--- src/rtl/udma_rx_pkg.sv ---
package udma_rx_pkg;
  typedef enum logic [2:0] {
    ST_IDLE  = 3'd0,
    ST_BURST = 3'd1,
    ST_PAUSE = 3'd2,
    ST_HSTOP = 3'd3,
    ST_DSTOP = 3'd4
  } rx_state_t;
endpackage

--- src/rtl/udma_sync.sv ---
module udma_sync #(
  parameter int W      = 18,
  parameter int STAGES = 2
) (
  input  logic         clk,
  input  logic         rst,
  input  logic [W-1:0] d,
  output logic [W-1:0] q
);
  logic [W-1:0] stg [STAGES];

  genvar i;
  generate
    for (i = 0; i < STAGES; i++) begin : g_stage
      if (i == 0) begin : g_first
        always_ff @(posedge clk) begin
          if (rst) stg[0] <= '0;
          else     stg[0] <= d;
        end
      end else begin : g_next
        always_ff @(posedge clk) begin
          if (rst) stg[i] <= '0;
          else     stg[i] <= stg[i-1];
        end
      end
    end
  endgenerate

  assign q = stg[STAGES-1];
endmodule

--- src/rtl/udma_rx_fifo.sv ---
module udma_rx_fifo #(
  parameter int DW    = 16,
  parameter int DEPTH = 16,
  localparam int AW   = $clog2(DEPTH),
  localparam int LW   = AW + 1
) (
  input  logic          clk,
  input  logic          rst,
  input  logic          wr_en,
  input  logic [DW-1:0] wr_data,
  input  logic          rd_en,
  output logic [DW-1:0] rd_data,
  output logic          rd_valid,
  output logic          empty,
  output logic          full,
  output logic [LW-1:0] level
);
  logic [DW-1:0] mem [DEPTH];
  logic [AW-1:0] wp, rp;
  logic [LW-1:0] cnt;
  logic do_wr, do_rd;

  assign full  = (cnt == LW'(DEPTH));
  assign empty = (cnt == '0);
  assign level = cnt;
  assign do_wr = wr_en && !full;
  assign do_rd = rd_en && !empty;

  // storage without reset so it maps onto block RAM
  always_ff @(posedge clk) begin
    if (do_wr) mem[wp] <= wr_data;
  end

  always_ff @(posedge clk) begin
    if (do_rd) rd_data <= mem[rp];
  end

  always_ff @(posedge clk) begin
    if (rst) begin
      wp       <= '0;
      rp       <= '0;
      cnt      <= '0;
      rd_valid <= 1'b0;
    end else begin
      if (do_wr) wp <= wp + 1'b1;
      if (do_rd) rp <= rp + 1'b1;
      cnt      <= cnt + LW'(do_wr) - LW'(do_rd);
      rd_valid <= do_rd;
    end
  end

  // flow control must keep writes away from a full buffer
  assert_no_overflow_R10: assert property (@(posedge clk) disable iff (rst)
    wr_en |-> !full);
endmodule

--- src/rtl/udma_rx_fsm.sv ---
module udma_rx_fsm
  import udma_rx_pkg::*;
#(
  parameter int CW = 16,
  parameter int WW = 8
) (
  input  logic          clk,
  input  logic          rst,
  input  logic          cfg_load,
  input  logic [CW-1:0] cfg_words,
  input  logic [WW-1:0] cfg_wait,
  input  logic          end_req,
  input  logic          rq_s,
  input  logic          tog,
  input  logic          free_ok,
  output logic          wr_en,
  output logic          host_ready,
  output logic          host_stop,
  output logic [CW-1:0] words_left,
  output logic          xfer_done,
  output logic          early_end
);
  rx_state_t     state, nstate;
  logic [WW-1:0] wcnt;
  logic          term_pend;
  logic          active;
  logic          leaving;
  logic [CW-1:0] left_after;

  assign active     = (state == ST_BURST) || (state == ST_PAUSE) || (state == ST_HSTOP);
  assign wr_en      = tog && active && (words_left != '0);
  assign left_after = words_left - CW'(wr_en);
  assign leaving    = (nstate == ST_IDLE) && (state != ST_IDLE);

  always_comb begin
    nstate = state;
    case (state)
      ST_IDLE:  if (rq_s && words_left != '0 && !cfg_load) nstate = ST_BURST;
      ST_BURST: begin
        if (!rq_s)                                nstate = ST_DSTOP;
        else if (term_pend || words_left == '0)   nstate = ST_PAUSE;
      end
      ST_PAUSE: begin
        if (!rq_s)            nstate = ST_DSTOP;
        else if (wcnt == '0)  nstate = ST_HSTOP;
      end
      ST_HSTOP: if (!rq_s) nstate = ST_IDLE;
      ST_DSTOP: nstate = ST_IDLE;
      default:  nstate = ST_IDLE;
    endcase
  end

  always_ff @(posedge clk) begin
    if (rst) begin
      state      <= ST_IDLE;
      wcnt       <= '0;
      term_pend  <= 1'b0;
      words_left <= '0;
      xfer_done  <= 1'b0;
      early_end  <= 1'b0;
      host_ready <= 1'b0;
      host_stop  <= 1'b0;
    end else begin
      state      <= nstate;
      host_ready <= (nstate == ST_BURST) && free_ok;
      host_stop  <= (nstate == ST_HSTOP) || (nstate == ST_DSTOP);

      if (nstate == ST_PAUSE && state != ST_PAUSE) wcnt <= cfg_wait;
      else if (state == ST_PAUSE && wcnt != '0)    wcnt <= wcnt - 1'b1;

      if (cfg_load && state == ST_IDLE) begin
        words_left <= cfg_words;
        xfer_done  <= 1'b0;
        early_end  <= 1'b0;
        term_pend  <= 1'b0;
      end else begin
        words_left <= left_after;
        if (wr_en && words_left == CW'(1)) xfer_done <= 1'b1;
        if (leaving)      term_pend <= 1'b0;
        else if (end_req) term_pend <= 1'b1;
        if (leaving && left_after != '0) early_end <= 1'b1;
      end
    end
  end

  // a host-side STOP (request still present) only follows a paused cycle
  assert_stop_after_pause_R5: assert property (@(posedge clk) disable iff (rst)
    (rq_s && $rose(host_stop)) |-> !$past(host_ready));

  // request withdrawn during a burst or pause is confirmed by STOP
  assert_dev_end_ack_R6: assert property (@(posedge clk) disable iff (rst)
    (((state == ST_BURST) || (state == ST_PAUSE)) && !rq_s) |=> host_stop);

  // outside a load the count only ever steps down by one
  assert_count_step_R7: assert property (@(posedge clk) disable iff (rst)
    (!$past(cfg_load) && words_left != $past(words_left))
      |-> words_left == $past(words_left) - CW'(1));

  // done only with nothing left
  assert_done_zero_R7: assert property (@(posedge clk) disable iff (rst)
    xfer_done |-> words_left == '0);
endmodule

--- src/rtl/udma_rx_ctrl.sv ---
module udma_rx_ctrl #(
  parameter int DW    = 16,
  parameter int DEPTH = 16,
  parameter int CW    = 16,
  parameter int WW    = 8,
  localparam int LW   = $clog2(DEPTH) + 1
) (
  input  logic          clk,
  input  logic          rst,
  input  logic          cfg_load,
  input  logic [CW-1:0] cfg_words,
  input  logic [WW-1:0] cfg_wait,
  input  logic [LW-1:0] cfg_thresh,
  input  logic          end_req,
  input  logic          dev_rq,
  input  logic          dev_strobe,
  input  logic [DW-1:0] dev_data,
  output logic          host_ready,
  output logic          host_stop,
  input  logic          buf_rd,
  output logic [DW-1:0] buf_data,
  output logic          buf_valid,
  output logic          buf_empty,
  output logic [CW-1:0] words_left,
  output logic          xfer_done,
  output logic          early_end
);
  logic [DW+1:0] smp;
  logic          rq_s, stb_s, stb_q, tog;
  logic [DW-1:0] dat_s;
  logic          wr_en, free_ok, buf_full;
  logic [LW-1:0] level, free;

  // data rides the same two stages as the strobe so both stay aligned
  udma_sync #(.W(DW + 2), .STAGES(2)) u_sync (
    .clk (clk),
    .rst (rst),
    .d   ({dev_rq, dev_strobe, dev_data}),
    .q   (smp)
  );

  assign rq_s  = smp[DW+1];
  assign stb_s = smp[DW];
  assign dat_s = smp[DW-1:0];

  always_ff @(posedge clk) begin
    if (rst) stb_q <= 1'b0;
    else     stb_q <= stb_s;
  end

  assign tog     = stb_s ^ stb_q;
  assign free    = LW'(DEPTH) - level;
  assign free_ok = free > cfg_thresh;

  udma_rx_fsm #(.CW(CW), .WW(WW)) u_fsm (
    .clk        (clk),
    .rst        (rst),
    .cfg_load   (cfg_load),
    .cfg_words  (cfg_words),
    .cfg_wait   (cfg_wait),
    .end_req    (end_req),
    .rq_s       (rq_s),
    .tog        (tog),
    .free_ok    (free_ok),
    .wr_en      (wr_en),
    .host_ready (host_ready),
    .host_stop  (host_stop),
    .words_left (words_left),
    .xfer_done  (xfer_done),
    .early_end  (early_end)
  );

  udma_rx_fifo #(.DW(DW), .DEPTH(DEPTH)) u_fifo (
    .clk      (clk),
    .rst      (rst),
    .wr_en    (wr_en),
    .wr_data  (dat_s),
    .rd_en    (buf_rd),
    .rd_data  (buf_data),
    .rd_valid (buf_valid),
    .empty    (buf_empty),
    .full     (buf_full),
    .level    (level)
  );

  // ready never rises unless space was above the threshold
  assert_ready_space_R2: assert property (@(posedge clk) disable iff (rst)
    $rose(host_ready) |-> !$past(buf_full));
endmodule

--- config.mk ---
export PLATFORM = sky130hd
export DESIGN_NAME = udma_rx_ctrl
export DESIGN_NICKNAME = d
export VERILOG_FILES = /design/src/rtl/udma_rx_pkg.sv /design/src/rtl/udma_sync.sv /design/src/rtl/udma_rx_fifo.sv /design/src/rtl/udma_rx_fsm.sv /design/src/rtl/udma_rx_ctrl.sv
export SDC_FILE = /design/constraint.sdc
export NUM_CORES = 1
export LEC_CHECK = 0
export ABC_AREA = 0
export BUFFER_PORTS_ARGS = -buffer_cell sky130_fd_sc_hd__buf_2
export CORE_MARGIN = 2
export CORE_UTILIZATION = 55
export CTS_BUF_LIST = sky130_fd_sc_hd__clkbuf_2
export CTS_CLUSTER_DIAMETER = 60
export CTS_CLUSTER_SIZE = 14
export DETAILED_ROUTE_END_ITERATION = 8
export PLACE_DENSITY = 0.77
export SLEW_MARGIN = 20
export SYNTH_ARGS = -nofsm -noshare
export SYNTH_HDL_FRONTEND = slang
export SYNTH_SLANG_ARGS = --single-unit
--- constraint.sdc ---
create_clock -name clk -period 10.3 [get_ports clk]
set_input_delay 1.545 -clock clk [delete_from_list [all_inputs] [get_ports clk]]
set_output_delay 1.545 -clock clk [all_outputs]
set_load 0.05 [all_outputs]
==> flow_metrics.py <==
metrics = {
    "outcome": {
        "status": "complete, no violations",
    },
    "timing": {
        "max_freq_mhz": 261,
        "fin_crit_ns": 3.83,
        "slew_viol_final": 0,
        "hold_ws_ns": 0.449,
        "finalHoldViolations": 0,
        "rsz0062_at_grt": "false",
        "finalSetupTns_ns": 0,
        "setup_viol": 0,
        "maxSlewHeadroom_pct": 27.6,
        "layout_worst_path_cycle_share_pct": 37.2,
        "tightest_slew_ns": 1.09,
        "fin_skew_ns": 0.0703,
    },
    "synth": {
        "synth_commonest_cells": "edfxtp_1, dfxtp_1, mux4_2",
        "synth.most_common_cell": "edfxtp_1",
        "synthDistinctLibCells": 49,
        "synthFlopType": "edfxtp_1",
        "syn_inst": 792,
        "synth_top_area_share_pct": 58.8,
        "synthArstFlopShare_pct": 0,
        "synth_seq_area_share_pct": 70.7,
        "synthTopCellsByArea": "edfxtp_1, mux4_2, dfxtp_1, ha_1, nor2b_1",
        "syn_area_per_cell_sq_um": 17.6,
        "synth_edf_count": 272,
        "synth_warnings": 0,
        "synth.largest_area_cell": "edfxtp_1",
        "syn_area_sq_um": 13900,
        "syn_nets": 870,
        "synth_seq_cells": 355,
    },
    "drt": {
        "wl_um": 25300,
        "initialDrtViolationCount": 509,
        "drc_errors": 0,
        "vias": 7003,
        "detail-route-antenna-nets": 0,
        "first_pass_iters": 5,
        "vias_per_cell": 5.68,
        "post_drt_wl_per_cell_um": 20.5,
    },
    "min_path": {
        "hp-start": "u_sync.stg[0][15]",
        "min_to": "u_sync.stg[1][15]",
        "min_path_cells": 1,
        "hold_class": "reg2reg",
    },
    "power_and_ir_drop": {
        "peakVddDrop_v": 0.0000944,
        "power_density_nw_per_um2": 195,
        "p_sw_share_pct": 28.7,
        "pwr-share-seq_pct": 56.6,
        "power.share.clock_pct": 20.8,
        "pwr-share-comb_pct": 22.6,
        "internal_power_mw": 2.09,
        "leakage_nw": 5.10,
        "finalPower_mw": 2.93,
        "net-switching-power_mw": 0.840,
    },
    "setup_path": {
        "crit_arrival_ns": 2.28,
        "cp-end-kind": "primary output",
        "rrSetupSlack_ns": 6.81,
        "worstPathRequired_ns": 8.76,
        "path_max_fanout": 3,
        "path_cells": "inv_1 > ha_1 > and2_1 > ha_1 > buf_2",
        "crit_slowest_cell": "dfxtp_1",
        "ff2ff_path_depth": 7,
        "start_kind": "flop",
        "cpMostUsedCell": "ha_1",
        "crit_type": "reg2out",
        "r2r_end": "u_fifo.mem[2][15]",
        "cpPeakStageDelay_ns": 0.46,
        "timing.rr.start": "u_fifo.level[1]",
    },
    "global_route": {
        "grt_pass1_vias": 7111,
        "grt_pass1_wl_um": 39500,
        "antenna_found_initial": 1,
        "grt_max_degree": 81,
        "grt.total_usage_pct": 19.6,
        "grt_overflow": 0,
    },
    "cells_and_area": {
        "drive_above_1_share_pct": 27.2,
        "fin_nets": 957,
        "synthToLayoutAreaGrowth_pct": 7.96,
        "fin_util_pct": 60.1,
    },
    "clock_tree": {
        "clk_path_buf_depth": 3,
        "cts_tree": "yes",
        "cts-buffers-inserted": 30,
        "cts.sinks": 355,
        "clock_latency_ns": 0.93,
        "postCtsSetupRepairBufs": 0,
        "htreeDepth": 1,
        "clock-root-buffer": "clkbuf_2",
        "path_clk_slew_ns": 0.22,
        "cts-resized-gates": 0,
        "cts_hold_buf": 0,
    },
    "placement": {
        "dp_hpwl_um": 15100,
        "place_congestion": 0.877,
        "numPortBuffers": 89,
    },
    "floorplan": {
        "start_util_pct": 55.7,
        "core_sq_um": 25000,
        "die_area_sq_um": 26600,
        "die_h_um": 163,
        "ios": 90,
        "fp.dieW_um": 163,
        "num_rows": 58,
    },
    "run": {
        "cap_violations": 0,
    },
}
[critical path, delay by kind of cell, from the launching register on]
kind / cells / cell delay [ns]
and+or+nand+nor: 1 / 0.16
adders and majority gates: 2 / 0.45
DFF: 1 / 0.46
buffers and inverters: 2 / 0.33
[power by group through the flow]
stage | clock, mW | sequential [mW] | combinational, mW
6_report | 0.610 | 1.66 | 0.662
5_1_grt | 0.680 | 1.67 | 0.721
4_1_cts | 0.627 | 1.66 | 0.676
3_5_place_dp | 0 | 1.69 | 0.674
3_3_place_gp | 0 | 1.69 | 0.667
2_1_floorplan | 0 | 1.75 | 0.460
[registers in the layout (all words and copies together) (netlist names)]
| name | cells |
|---|---|
| u_fsm.state | 3 |
| u_fsm.early_end | 1 |
| stb_q | 1 |
| u_fsm.words_left | 16 |
| u_fifo.rd_data | 16 |
| u_fifo.mem | 256 |
| u_fsm.wcnt | 8 |
| u_fifo.wp | 4 |
| u_fsm.xfer_done | 1 |
| u_fsm.term_pend | 1 |
| u_fifo.rd_valid | 1 |
| u_fifo.rp | 4 |
| u_fsm.host_ready | 1 |
| u_fsm.host_stop | 1 |
| u_sync.stg | 36 |
| u_fifo.level | 5 |
[layer usage]
layer / vias up / global-route usage [%] / routed length [um]
met5: - / 0 / 0
met4: 0 / 4.10 / 473
met3: 43 / 3.06 / 1550
met2: 246 / 33.5 / 12700
met1: 3472 / 27.0 / 10600
li1: 3242 / - / -
[final cells by class]
| cell class | count | area, sq um |
|---|---|---|
| fillers | 1851 | 9960 |
| flip-flops and latches | 355 | 9830 |
| repair buffers | 95 | 490 |
| clock inverters | 5 | 82.6 |
| multi-input cells | 373 | 3840 |
| clock buffers | 51 | 255 |
| diodes | 1 | 2.50 |
| inverters | 24 | 90.1 |
| well taps | 330 | 413 |
[how the worst max path moves through the flow]
stage | slack [ns] | to | cells past startpoint | start
final | 6.47 | buf_empty | 5 | u_fifo.level[1]
after global routing | 6.34 | buf_empty | 5 | u_fifo.level[1]
after CTS | 6.36 | buf_empty | 5 | u_fifo.level[1]
after detailed placement | 6.56 | u_fifo.level[4] | 13 | buf_rd
after global placement | 6.60 | u_fifo.level[4] | 13 | buf_rd
after floorplan | 6.43 | u_fifo.level[4] | 12 | buf_rd
[through the flow]
step / cells / instance area (sq um) / worst slack [ns]
6_report: 1234 / 15000 / 6.47
5_1_grt: 1234 / 15000 / 6.34
3_5_place_dp: 1177 / 14700 / 6.56
2_1_floorplan: 792 / 13900 / 6.43
4_1_cts: 1233 / 15000 / 6.36
3_3_place_gp: 1177 / 14700 / 6.60
[placed cells by master, fill, tap and decap left out, drive strengths merged, types with 4 or more instances in the layout]
| master | count |
|---|---|
| o21ai | 4 |
| nor2b | 46 |
| nor3b | 6 |
| nor2 | 54 |
| mux4 | 80 |
| nor4 | 6 |
| xor2 | 12 |
| inv | 26 |
| o21a | 4 |
| nor3 | 9 |
| and3 | 16 |
| ha | 25 |
| clkbuf | 51 |
| nand2 | 9 |
| xnor2 | 20 |
| or4 | 5 |
| nand3 | 9 |
| a211oi | 21 |
| dfxtp | 83 |
| a31oi | 4 |
| buf | 95 |
| a21oi | 7 |
| edfxtp | 272 |
[logic make-up (layout without fill, tap and decap cells)]
kind of cell | count (synthesis) | after routing | synth area share (%)
muxes | 83 | 83 | 13.2
buffers and inverters | 64 | 175 | 1.83
AOI/OAI and AO/OA | 49 | 49 | 2.48
other | 0 | 1 | 0
and+or+nand+nor | 183 | 183 | 7.40
xor gates and xnor gates | 32 | 32 | 2.02
adders and majority gates | 26 | 26 | 2.39
DFF | 355 | 355 | 70.7
(Power assumes the default switching activity.)
